<file path="src/rtl/irqv_pkg.sv">
package irqv_pkg;

    // Control word layout: [0] global enable, then source enables, then flags.
    localparam int unsigned GIE_POS = 0;
    localparam int unsigned EN_LSB  = 1;

    function automatic int unsigned flag_lsb(input int unsigned n_src);
        return EN_LSB + n_src;
    endfunction

    function automatic int unsigned ctrl_width(input int unsigned n_src);
        return 2 * n_src + 1;
    endfunction

endpackage

</file>
<file path="src/rtl/irqv_phase_edge.sv">
module irqv_phase_edge (
    input  logic clk_i,
    input  logic rst_ni,
    input  logic phase_i,
    output logic rise_o
);
    typedef struct packed {
        logic prev;
    } edge_state_t;

    edge_state_t st_d, st_q;

    always_comb begin
        st_d      = st_q;
        st_d.prev = phase_i;
    end

    always_ff @(posedge clk_i) begin
        if (!rst_ni) st_q <= '0;
        else         st_q <= st_d;
    end

    assign rise_o = phase_i & ~st_q.prev;

endmodule

</file>
<file path="src/rtl/irqv_prio_pick.sv">
module irqv_prio_pick #(
    parameter int unsigned NUM_SRC = 3,
    parameter int unsigned IDX_W   = 2
) (
    input  logic [NUM_SRC-1:0] elig_i,
    output logic               any_o,
    output logic [IDX_W-1:0]   idx_o
);
    // Lowest index wins: scan downward so the last hit is the highest priority.
    always_comb begin
        any_o = 1'b0;
        idx_o = '0;
        for (int i = NUM_SRC - 1; i >= 0; i--) begin
            if (elig_i[i]) begin
                any_o = 1'b1;
                idx_o = IDX_W'(i);
            end
        end
    end

endmodule

</file>
<file path="src/rtl/irqv_vec_map.sv">
module irqv_vec_map #(
    parameter int unsigned NUM_SRC    = 3,
    parameter int unsigned IDX_W      = 2,
    parameter int unsigned VEC_W      = 8,
    parameter int unsigned VEC_BASE   = 4,
    parameter int unsigned VEC_STRIDE = 4
) (
    input  logic             valid_i,
    input  logic [IDX_W-1:0] idx_i,
    output logic [VEC_W-1:0] vec_o
);
    logic [VEC_W-1:0] table_w [NUM_SRC];

    for (genvar g = 0; g < NUM_SRC; g++) begin : g_tbl
        assign table_w[g] = VEC_W'(VEC_BASE + VEC_STRIDE * g);
    end

    always_comb begin
        vec_o = '0;
        for (int i = 0; i < NUM_SRC; i++) begin
            if (valid_i && (idx_i == IDX_W'(i))) vec_o = table_w[i];
        end
    end

endmodule

</file>
<file path="src/rtl/irq_vector_ctrl.sv">
module irq_vector_ctrl #(
    parameter int unsigned NUM_SRC    = 3,
    parameter int unsigned VEC_W      = 8,
    parameter int unsigned VEC_BASE   = 4,
    parameter int unsigned VEC_STRIDE = 4
) (
    input  logic                 clk_i,
    input  logic                 rst_ni,
    input  logic                 phase_i,
    input  logic [NUM_SRC-1:0]   src_pulse_i,
    input  logic                 wr_en_i,
    input  logic [2*NUM_SRC:0]   wr_data_i,
    output logic [2*NUM_SRC:0]   rd_data_o,
    input  logic                 ack_i,
    output logic                 irq_req_o,
    output logic [VEC_W-1:0]     irq_vec_o
);
    import irqv_pkg::*;

    localparam int unsigned IDX_W  = (NUM_SRC > 1) ? $clog2(NUM_SRC) : 1;
    localparam int unsigned CTRL_W = ctrl_width(NUM_SRC);
    localparam int unsigned FL_LSB = flag_lsb(NUM_SRC);

    typedef struct packed {
        logic               gie;
        logic [NUM_SRC-1:0] en;
        logic [NUM_SRC-1:0] flag;
        logic               req;
        logic [IDX_W-1:0]   sel;
    } ctrl_state_t;

    ctrl_state_t s_d, s_q;

    logic             strobe_rise;
    logic             pick_any;
    logic [IDX_W-1:0] pick_idx;

    irqv_phase_edge u_edge (
        .clk_i   (clk_i),
        .rst_ni  (rst_ni),
        .phase_i (phase_i),
        .rise_o  (strobe_rise)
    );

    irqv_prio_pick #(
        .NUM_SRC (NUM_SRC),
        .IDX_W   (IDX_W)
    ) u_pick (
        .elig_i (s_q.flag & s_q.en),
        .any_o  (pick_any),
        .idx_o  (pick_idx)
    );

    irqv_vec_map #(
        .NUM_SRC    (NUM_SRC),
        .IDX_W      (IDX_W),
        .VEC_W      (VEC_W),
        .VEC_BASE   (VEC_BASE),
        .VEC_STRIDE (VEC_STRIDE)
    ) u_vec (
        .valid_i (s_q.req),
        .idx_i   (s_q.sel),
        .vec_o   (irq_vec_o)
    );

    always_comb begin
        s_d = s_q;

        // Software access replaces the whole control word.
        if (wr_en_i) begin
            s_d.gie  = wr_data_i[GIE_POS];
            s_d.en   = wr_data_i[EN_LSB +: NUM_SRC];
            s_d.flag = wr_data_i[FL_LSB +: NUM_SRC];
        end

        // Service: retire the issued flag and close the global enable.
        if (ack_i && s_q.req) begin
            for (int i = 0; i < NUM_SRC; i++) begin
                if (s_q.sel == IDX_W'(i)) s_d.flag[i] = 1'b0;
            end
            s_d.gie = 1'b0;
            s_d.req = 1'b0;
        end

        // New events always win over any clear in the same cycle.
        s_d.flag = s_d.flag | src_pulse_i;

        // One arbitration per strobe rising edge, only when idle.
        if (strobe_rise && s_q.gie && !s_q.req && pick_any) begin
            s_d.req = 1'b1;
            s_d.sel = pick_idx;
        end

        if (!s_d.gie) s_d.req = 1'b0;
    end

    always_ff @(posedge clk_i) begin
        if (!rst_ni) s_q <= '0;
        else         s_q <= s_d;
    end

    assign irq_req_o = s_q.req;
    assign rd_data_o = CTRL_W'({s_q.flag, s_q.en, s_q.gie});

endmodule

</file>
<file path="config.mk">
export PLATFORM = sky130hd
export DESIGN_NAME = irq_vector_ctrl
export DESIGN_NICKNAME = d
export VERILOG_FILES = /design/src/rtl/irqv_pkg.sv /design/src/rtl/irqv_phase_edge.sv /design/src/rtl/irqv_prio_pick.sv /design/src/rtl/irqv_vec_map.sv /design/src/rtl/irq_vector_ctrl.sv
export SDC_FILE = /design/constraint.sdc
export NUM_CORES = 1
export LEC_CHECK = 0
export ABC_AREA = 1
export BUFFER_PORTS_ARGS = -buffer_cell sky130_fd_sc_hd__buf_2
export CORE_MARGIN = 2
export CORE_UTILIZATION = 44
export CTS_CLUSTER_DIAMETER = 80
export CTS_CLUSTER_SIZE = 16
export DETAILED_ROUTE_END_ITERATION = 8
export PLACE_DENSITY_LB_ADDON = 0.05
export REMOVE_ABC_BUFFERS = 1
export SETUP_SLACK_MARGIN = 0.02
export SYNTH_ARGS = -nofsm -noshare
export SYNTH_HDL_FRONTEND = slang
export SYNTH_SLANG_ARGS = --single-unit
</file>
<file path="constraint.sdc">
create_clock -name clk_i -period 2.7 [get_ports clk_i]
set_clock_uncertainty 0.1 [all_clocks]
set_input_delay 0.27 -clock clk_i [delete_from_list [all_inputs] [get_ports clk_i]]
set_output_delay 0.27 -clock clk_i [all_outputs]
set_load 0.03 [all_outputs]
</file>
Yosys cells after proc, flatten, opt, wreduce, memory -nomap -nowiden
Cells that the tools add are included.
- word-level logic and storage cells: 39
- output and inout port bits: 16
- flip-flop bits (word level): 11
- input port bits: 15
- mux-type cells: 16
- reduce and logical (&&, ||, !) cells: 11
- bitwise logic cells: 4
- eq/ne operators: 2
- operator list (operator ; count):
    $mux 4 ; 3
    $logic_and 1x1->1 ; 7
    $mux 1 ; 7
    $mux 7 ; 1
    $mux 2 ; 3
    $mux 3 ; 2
    $and 3x3->3 ; 1
    $or 3x3->3 ; 1
    $eq 2x1->1 const B ; 1
    $eq 2x2->1 const B ; 1
    $logic_not 2->1 ; 1
    $reduce_and 2->1 ; 1
    $reduce_bool 2->1 ; 1
    $and 1x1->1 ; 1
    $logic_not 1->1 ; 1
    $not 1->1 ; 1

Longest topological paths before layout
Gate-level depths: netlist of run 1.
- depth after elaboration: 6
- mapped depth: 6
- gate-level depth less buffers: 6

Modules after synthesis
Synthesis of run 1 repeated with hierarchy kept, for this count alone.
- cells, all modules: 108
- area, all modules: 663.1 um2
- modules (own cells, without submodules) (module ; area an instance (um2) ; cells an instance ; instances ; sequential area each (um2)):
    irq_vector_ctrl ; 523.0 ; 83 ; 1 ; 200.2
    irqv_vec_map ; 71.3 ; 13 ; 1 ; 0.0
    irqv_phase_edge ; 37.5 ; 5 ; 1 ; 20.0
    irqv_prio_pick ; 31.3 ; 7 ; 1 ; 0.0

Least setup slack after synthesis of run 1
No wires, ideal clock.
- kind: reg2out
- from: register s_q (netlist bit irq_req_o)
- to: output port irq_vec_o[3]
- path buffers: 0
- slack: 1231 ps
- cell stages (with the launch flop): 3
- data arrival time: 1099 ps
- required time: 2330 ps
- cells stage by stage: dfxtp_1 > inv_2 > a21oi_1
- cells in the longest elaborated chain, start to end: 3
- elaborated cells on any way between the ends: 4
- those cells by class: 2 x mux; 2 x reduce/logical
- ends and longest elaborated chain (what ; line ; RTL):
    from (decl) ; irq_vector_ctrl.sv:32 ; ctrl_state_t s_d, s_q;
    from (signal assigned) ; irq_vector_ctrl.sv:98 ; if (!rst_ni) s_q <= '0;
    from (signal assigned) ; irq_vector_ctrl.sv:99 ; else s_q <= s_d;
    $logic_and 1x1->1 ; irqv_vec_map.sv:21 ; if (valid_i && (idx_i == IDX_W'(i))) vec_o = table_w[i];
    $mux 4 ; irqv_vec_map.sv:21 ;
    $mux 4 (*) ; irqv_vec_map.sv:21 ;
    to (decl) ; irq_vector_ctrl.sv:16 ; output logic [VEC_W-1:0] irq_vec_o
Every way passes the cells marked *; elsewhere a longest branch is shown, timed or not.

Worst setup path after layout of run 1
- from: register s_q[1] (netlist bit)
- to: output port irq_vec_o[3]
- cells in the longest elaborated chain, start to end: 4
- elaborated cells on any way between the ends: 6
- those cells by class: 2 x eq/ne; 2 x mux; 2 x reduce/logical
- ends and longest elaborated chain (what ; line):
    $eq 2x1->1 ; irqv_vec_map.sv:21
    $logic_and 1x1->1 ; irqv_vec_map.sv:21
    $mux 4 ; irqv_vec_map.sv:21
    $mux 4 (*) ; irqv_vec_map.sv:21
Marks and branches as above.

==> flow_summary.yaml, run 1 <==
yosys:
  syn_avg_cell_area_um2: 6.76
  seq_area_frac_synth_pct: 36.2
  post_synth_fa_ha_maj_area_fraction_pct: 0
  synth.area.top_cells: "sky130_fd_sc_hd__dfxtp_1 36%, sky130_fd_sc_hd__nand2_1 17%, sky130_fd_sc_hd__buf_4 16%"
  synth.top_cell.area_share_pct: 36.2
  synth_top_family_by_area: "simple AND/OR/NAND/NOR gates"
  post_synth_num_cell_types: 16
  synth_area_leader_cell: "sky130_fd_sc_hd__dfxtp_1"
  mappedNetlistArea_um2: 608
  post_synth_xor_area_fraction_pct: 0
  synth_compound_area_share_pct: 12.1
  netlist_instances: 90
  synth-seq-cells: 11
  synth_simple_gate_area_share_pct: 28.2
  synth.area.mux_share_pct: 0
  ys.warnings.count: 0
critical_path:
  reg2reg_from: "irq_req_o$_SDFFE_PN0P_"
  critical_path.endpoint_type: "output pin"
  cp-endpoint: "irq_vec_o[3]"
  regToRegSetupSlack_ns: 1.68
  setup.worst_path.start: "s_q[1]$_SDFFE_PN0P_"
  critical_path_required_ns: 2.33
  r2r_end: "rd_data_o[5]$_SDFF_PN0_"
  worstRegToRegCells: 3
  worst-endpoint-arrival_ns: 1.07
  timing.setup.critical_path_class: "flip-flop to output pin"
  path_max_fanout: 3
  setup.worst_path.start_class: "flip-flop"
clocking:
  hold_buffers: 0
  post_cts.resized_instances: 0
  postCtsSetupBuffers: 0
  cts_max_path_buffers: 2
  clockRootBuffer: "sky130_fd_sc_hd__clkbuf_4"
  tritoncts_num_sinks: 11
  inserted_clock_buffers: 3
  deepest_level_of_the_cts_h_tree: 1
  worst_skew_pair_latency_ns: 0.27
  tritoncts: "yes"
  cts.reportedPaths.clkPinSlew_ns: 0.07
sta:
  post-route-period-util_pct: 53.4
  fmax_mhz: 693
  drv_slew: 0
  grt_setup_unrepaired: "false"
  report.final.hold_viol_count: 0
  setup-violations-final: 0
  finalCriticalPeriod_ns: 1.44
  setup_tns_after_final_layout_ns: 0
pwr:
  max-vdd-ir-drop_uv: 356
  power-per-cell-area_nw_per_um2: 523
  p_leak_nw: 0.386
global_routing:
  combined_global_route_utilization_of_all_metal_layers_pct: 19.3
  grt_first_pass_wirelength_um: 1970
  antenna_found_initial: 0
  pin_count_of_the_biggest_net_entering_global_routing: 9
  number_of_global_route_vias_before_repair: 479
  grt-ovfl-total: 0
min_path:
  min_path_type: "primary input to flip-flop"
  hold_path.startpoint: "phase_i"
finish:
  num-nets-final: 126
  finish.instance_area_um2: 694
  n_antenna_cell: 0
  finalCoreUtilization_pct: 53.4
  syn2layout_area_growth_pct: 14.2
  layout-drive-gt1-share_pct: 30.0
drt:
  dr_total_vias: 594
  number_of_nets_with_antenna_violations_after_routing: 0
  drtPass1Iterations: 4
  drc: 0
  detail_route.wl_per_cell_um: 10.3
  post_drt_via_cell_ratio: 4.75
  detailedRoute.firstIterationViolations: 9
  total_wirelength_um: 1280
outcome:
  outcome: "complete, no violations"
placed_design:
  place.port_buffers: 24
  gp_routability_congestion: 0.819
  detailed_place.area_um2: 668
  dp_hpwl_um: 966
floorplan:
  floorplan.core_area_um2: 1300
  die_ar_um2: 1700
  number_of_i_o_pins: 31
  die_w_um: 41.2
  initial_utilization_pct: 46.7
  die_y_um: 41.2
  core.rowCount: 13
job:
  drv.max_cap_violation_count: 0
==> registers in the layout (all words and copies together) (netlist names) <==
register / flops
u_edge.st_q: 1
s_q: 2
rd_data_o: 7
irq_req_o: 1
==> logic make-up (layout without fill, tap and decap cells) <==
family	count (synthesis)	after routing
simple gates	40	40
buf+inv	24	39
other cells	1	6
flops	11	11
compound gates	14	14
==> power breakdown <==
group	internal (W)	switching (W)	total, W
clock	0.0000573	0.0000584	0.000116
sequential	0.000170	0.00000700	0.000177
combinational	0.0000214	0.0000489	0.0000704
total	0.000249	0.000114	0.000364
==> layout make-up <==
| type | instances | area, µm² |
|---|---|---|
| fillers | 151 | 607 |
| multi-input cells | 60 | 268 |
| flip-flops and latches | 11 | 220 |
| repair buffers | 24 | 120 |
| inverters | 11 | 41.3 |
| clock buffers | 4 | 26.3 |
| well taps | 15 | 18.8 |
==> critical path: stages (launching register included) <==
cell	delay [ns]
sky130_fd_sc_hd__dfxtp_1	0.32
sky130_fd_sc_hd__inv_1	0.08
sky130_fd_sc_hd__nand2_1	0.07
sky130_fd_sc_hd__a21oi_1	0.13
sky130_fd_sc_hd__buf_2	0.20
==> through the flow <==
stage	setup WS (ns)	hold slack [ns]	power (W)	instances
finish	1.26	0.104	0.000364	125
global route	1.13	0.115	0.000386	125
CTS	1.25	0.103	0.000366	125
detailed placement	1.56	0.388	0.000251	121
global placement	1.57	0.384	0.000251	121
floorplan	1.23	0.263	0.000226	82
==> cell usage after synthesis <==
master	instances
sky130_fd_sc_hd__nor2_1	7
sky130_fd_sc_hd__or2_1	1
sky130_fd_sc_hd__o21ai_0	3
sky130_fd_sc_hd__nand3_2	1
sky130_fd_sc_hd__a21oi_1	7
sky130_fd_sc_hd__buf_4	13
sky130_fd_sc_hd__nand3_1	2
sky130_fd_sc_hd__inv_2	2
sky130_fd_sc_hd__conb_1	1
sky130_fd_sc_hd__o21ai_1	3
sky130_fd_sc_hd__inv_1	9
sky130_fd_sc_hd__a21oi_2	1
sky130_fd_sc_hd__nor2_4	1
sky130_fd_sc_hd__nand2_2	1
sky130_fd_sc_hd__dfxtp_1	11
sky130_fd_sc_hd__nand2_1	27
==> routing by layer <==
layer / up-vias / GRT usage [%] / wire length [µm]
met5: - / 0 / 0
met4: 0 / 12.1 / 30
met3: 5 / 8.15 / 94
met2: 23 / 28.9 / 568
met1: 265 / 22.3 / 590
li1: 301 / - / -
==> cells in the final DEF, fill, tap and decap left out <==
| master | n |
|---|---|
| sky130_fd_sc_hd__nand2_2 | 1 |
| sky130_fd_sc_hd__nor2_1 | 7 |
| sky130_fd_sc_hd__o21ai_0 | 3 |
| sky130_fd_sc_hd__inv_1 | 9 |
| sky130_fd_sc_hd__a21oi_2 | 1 |
| sky130_fd_sc_hd__nor2_4 | 1 |
| sky130_fd_sc_hd__clkbuf_1 | 1 |
| sky130_fd_sc_hd__o21ai_1 | 3 |
| sky130_fd_sc_hd__nand3_1 | 2 |
| sky130_fd_sc_hd__buf_2 | 24 |
| sky130_fd_sc_hd__dfxtp_1 | 11 |
| sky130_fd_sc_hd__a21oi_1 | 7 |
| sky130_fd_sc_hd__or2_1 | 1 |
| sky130_fd_sc_hd__nand2_1 | 27 |
| sky130_fd_sc_hd__nand3_2 | 1 |
| sky130_fd_sc_hd__clkbuf_4 | 3 |
| sky130_fd_sc_hd__inv_2 | 2 |
| sky130_fd_sc_hd__conb_1 | 6 |
==> worst min-delay path by stage <==
stage,to,slack [ns],depth (start not counted)
final,u_edge.st_q$_SDFF_PN0_,0.10,3
after global routing,rd_data_o[1]$_SDFFE_PN0P_,0.12,3
after CTS,u_edge.st_q$_SDFF_PN0_,0.10,3
after detailed placement,u_edge.st_q$_SDFF_PN0_,0.39,3
after global placement,u_edge.st_q$_SDFF_PN0_,0.38,3
after floorplan,u_edge.st_q$_SDFF_PN0_,0.26,2
Power figures use the tool's default switching activity.
==> run 2: changes to the inputs <==
--- a/config.mk
+++ b/config.mk
@@ -5,10 +5,10 @@
 export SDC_FILE = /design/constraint.sdc
 export NUM_CORES = 1
 export LEC_CHECK = 0
-export ABC_AREA = 1
+export ABC_AREA = 0
 export BUFFER_PORTS_ARGS = -buffer_cell sky130_fd_sc_hd__buf_2
 export CORE_MARGIN = 2
-export CORE_UTILIZATION = 44
+export CORE_UTILIZATION = 43
 export CTS_CLUSTER_DIAMETER = 80
 export CTS_CLUSTER_SIZE = 16
 export DETAILED_ROUTE_END_ITERATION = 8
==> constraint.sdc (replaced) <==
create_clock -name clk_i -period 1.4 [get_ports clk_i]
set_clock_uncertainty 0.1 [all_clocks]
set_input_delay 0.14 -clock clk_i [delete_from_list [all_inputs] [get_ports clk_i]]
set_output_delay 0.14 -clock clk_i [all_outputs]
set_load 0.03 [all_outputs]
==> run 2 against run 1 <==
  * Critical endpoint unchanged
  * Highest routed layer unchanged
  * Final cell count shrank 18%
  * Clock-buffer cell count is the same
  * Largest cell class unchanged
  * Combinational power grew 110%
  * Synthesized area grew 4.3%
  * Non-clock buffer count grew 4
  * Global-route usage shrank 4.8 points
==> flow_summary.yaml, run 2 <==
outcome:
  outcome: "complete, no violations"
drt:
  drtPass1Iterations: 4
  post_drt_via_cell_ratio: 4.79
  drc: 0
  total_wirelength_um: 1170
  detail_route.wl_per_cell_um: 11.4
  detailedRoute.firstIterationViolations: 6
  dr_total_vias: 489
  number_of_nets_with_antenna_violations_after_routing: 0
finish:
  syn2layout_area_growth_pct: 19.3
  nFillCells: 130
  fin_cells: 102
  num-nets-final: 103
  layout.cells.most_common: "sky130_fd_sc_hd__buf_2"
  finish.instance_area_um2: 757
  finalCoreUtilization_pct: 56.8
  layout-drive-gt1-share_pct: 39.1
  multi_input_comb_area_um2: 317
  n_antenna_cell: 0
  largest_register_ffs: 7
  final-seq-area_um2: 225
  mostFrequentLayoutCells: "23 x sky130_fd_sc_hd__buf_2, 9 x sky130_fd_sc_hd__dfxtp_1, 6 x sky130_fd_sc_hd__conb_1"
sta:
  hold_ws_ns: 0.0238
  post-route-period-util_pct: 92.9
  setup-violations-final: 0
  report.final.hold_viol_count: 0
  fmax_mhz: 769
  drv_slew: 0
  finalCriticalPeriod_ns: 1.30
  grt_setup_unrepaired: "false"
  setup_tns_after_final_layout_ns: 0
clocking:
  cts_max_path_buffers: 2
  worst_skew_pair_latency_ns: 0.27
  deepest_level_of_the_cts_h_tree: 1
  tritoncts_num_sinks: 11
  tritoncts: "yes"
  clockRootBuffer: "sky130_fd_sc_hd__clkbuf_4"
  inserted_clock_buffers: 3
  cts.reportedPaths.clkPinSlew_ns: 0.07
pwr:
  power-per-cell-area_nw_per_um2: 932
  p_leak_nw: 0.357
  max-vdd-ir-drop_uv: 718
global_routing:
  antenna_found_initial: 0
  pin_count_of_the_biggest_net_entering_global_routing: 11
  number_of_global_route_vias_before_repair: 447
  combined_global_route_utilization_of_all_metal_layers_pct: 14.4
  grt-ovfl-total: 0
  grt_first_pass_wirelength_um: 1930
yosys:
  netlist_instances: 65
  seq_area_frac_synth_pct: 34.7
  synth.area.top_cells: "sky130_fd_sc_hd__dfxtp_1 35%, sky130_fd_sc_hd__buf_4 15%, sky130_fd_sc_hd__mux2_4 7.1%"
  synth-seq-cells: 11
  post-synth-top-count-cell: "sky130_fd_sc_hd__buf_4"
  syn_avg_cell_area_um2: 9.76
  synth_top_cells_by_count: "13 x sky130_fd_sc_hd__buf_4, 11 x sky130_fd_sc_hd__dfxtp_1, 5 x sky130_fd_sc_hd__nor2b_1, 4 x sky130_fd_sc_hd__mux2i_1, 4 x sky130_fd_sc_hd__o21a_1"
  synth_area_leader_cell: "sky130_fd_sc_hd__dfxtp_1"
  ys.warnings.count: 0
  mappedNetlistArea_um2: 634
  synth_async_sr_flop_share_pct: 0
  synth-edff-count: 0
  post_synth_num_cell_types: 24
  synth.top_cell.area_share_pct: 34.7
  synth_ff_type: "sky130_fd_sc_hd__dfxtp_1"
critical_path:
  timing.setup.critical_path_class: "flip-flop to output pin"
  critPathBufInv: 1
  critical_path_required_ns: 1.16
  path_max_fanout: 6
  worst-endpoint-arrival_ns: 1.06
  cp_top_family: "flip-flops"
  setup.worst_path.start_class: "flip-flop"
  cp_slowest_cell: "sky130_fd_sc_hd__dfxtp_4"
  crit_chain: "xor2_1, and2_1, buf_6"
  critical_path.endpoint_type: "output pin"
  critical-path-max-stage-delay_ns: 0.36
placed_design:
  post-place-cells: 94
  gp_routability_congestion: 0.747
  detailed_place.area_um2: 679
  place.port_buffers: 24
  dp_hpwl_um: 915
floorplan:
  core.rowCount: 13
  die_w_um: 42.4
  die_ar_um2: 1800
  die_y_um: 42.4
  initial_utilization_pct: 47.6
  floorplan.core_area_um2: 1330
  number_of_i_o_pins: 31
job:
  drv.max_cap_violation_count: 0
min_path:
  min_path_type: "primary input to flip-flop"
[run 2: cell count changes in the layout (fill, tap and decap cells not counted), sizes merged, moves of 3 or more]
cell	delta
a21oi	-6
dlygate4sd3	+4
inv	-10
mux2	+3
mux2i	+4
nand2	-25
nor2	-8
nor2b	+5
o21a	+4
o21ai	-4
[run 2: cell families after synthesis]
logic type      share of synthesized area, %
compound gates                          15.6
xor+xnor                                1.38
buf+inv                                 18.3
flops                                   34.7
mux                                     13.4
other cells                            0.591
simple gates                            16.0
[run 2: final timing paths]
path,start,cells after the start,endpoint,slack (ns)
worst max-delay path,s_q[0]$_SDFFE_PN0P_,3,irq_vec_o[3],0.10
worst min-delay path,wr_data_i[3],3,rd_data_o[3]$_SDFFE_PN0P_,0.02
worst max register to register,irq_req_o$_SDFFE_PN0P_,3,rd_data_o[4]$_SDFF_PN0_,0.21
worst min register to register,rd_data_o[2]$_SDFFE_PN0P_,2,s_q[0]$_SDFFE_PN0P_,0.41
[run 2: layout make-up]
class                      count  share of cell area (%)
sequential                    11                    29.8
inverter                       1                   0.496
multi-input combinational     43                    41.8
timing repair buffer          28                    22.0
clock buffer                   4                    3.47
tap                           15                    2.48
[run 2: per-layer routing]
metal | share of wire [%] | wire length [µm] | up-vias | track usage (%)
met5 | 0 | 0 | - | 0
met4 | 0.94 | 11 | 0 | 5.63
met3 | 7.4 | 86 | 2 | 6.47
met2 | 44 | 516 | 21 | 22.2
met1 | 47 | 553 | 213 | 17.5
li1 | - | - | 253 | -
[run 2: timing repair]
action / CTS / global route
endpoints found under the setup margin: 1 / 1
hold endpoints to repair: 4 / 0
gates resized for setup: 1 / 5
hold buffers: 4 / 0
setup buffers: 0 / 0
[run 2: worst register-to-register path: cells and delay by family, from the launching register on]
kind | cells | cell delay, ns
and+or+nand+nor | 1 | 0.12
AOI/OAI and AO/OA | 2 | 0.43
DFF | 1 | 0.43
[run 2: power by group]
part / switching [W] / internal (W) / total, W
combinational: 0.0000828 / 0.0000645 / 0.000147
clock: 0.000105 / 0.000110 / 0.000215
sequential: 0.0000165 / 0.000327 / 0.000343
total: 0.000204 / 0.000502 / 0.000706
[run 2: stage by stage]
stage | setup slack [ns] | power, W
after floorplan | 0.0885 | 0.000441
after global placement | 0.223 | 0.000492
after detailed placement | 0.224 | 0.000492
after CTS | 0.0356 | 0.000718
after global routing | 0.0210 | 0.000740
final | 0.100 | 0.000706
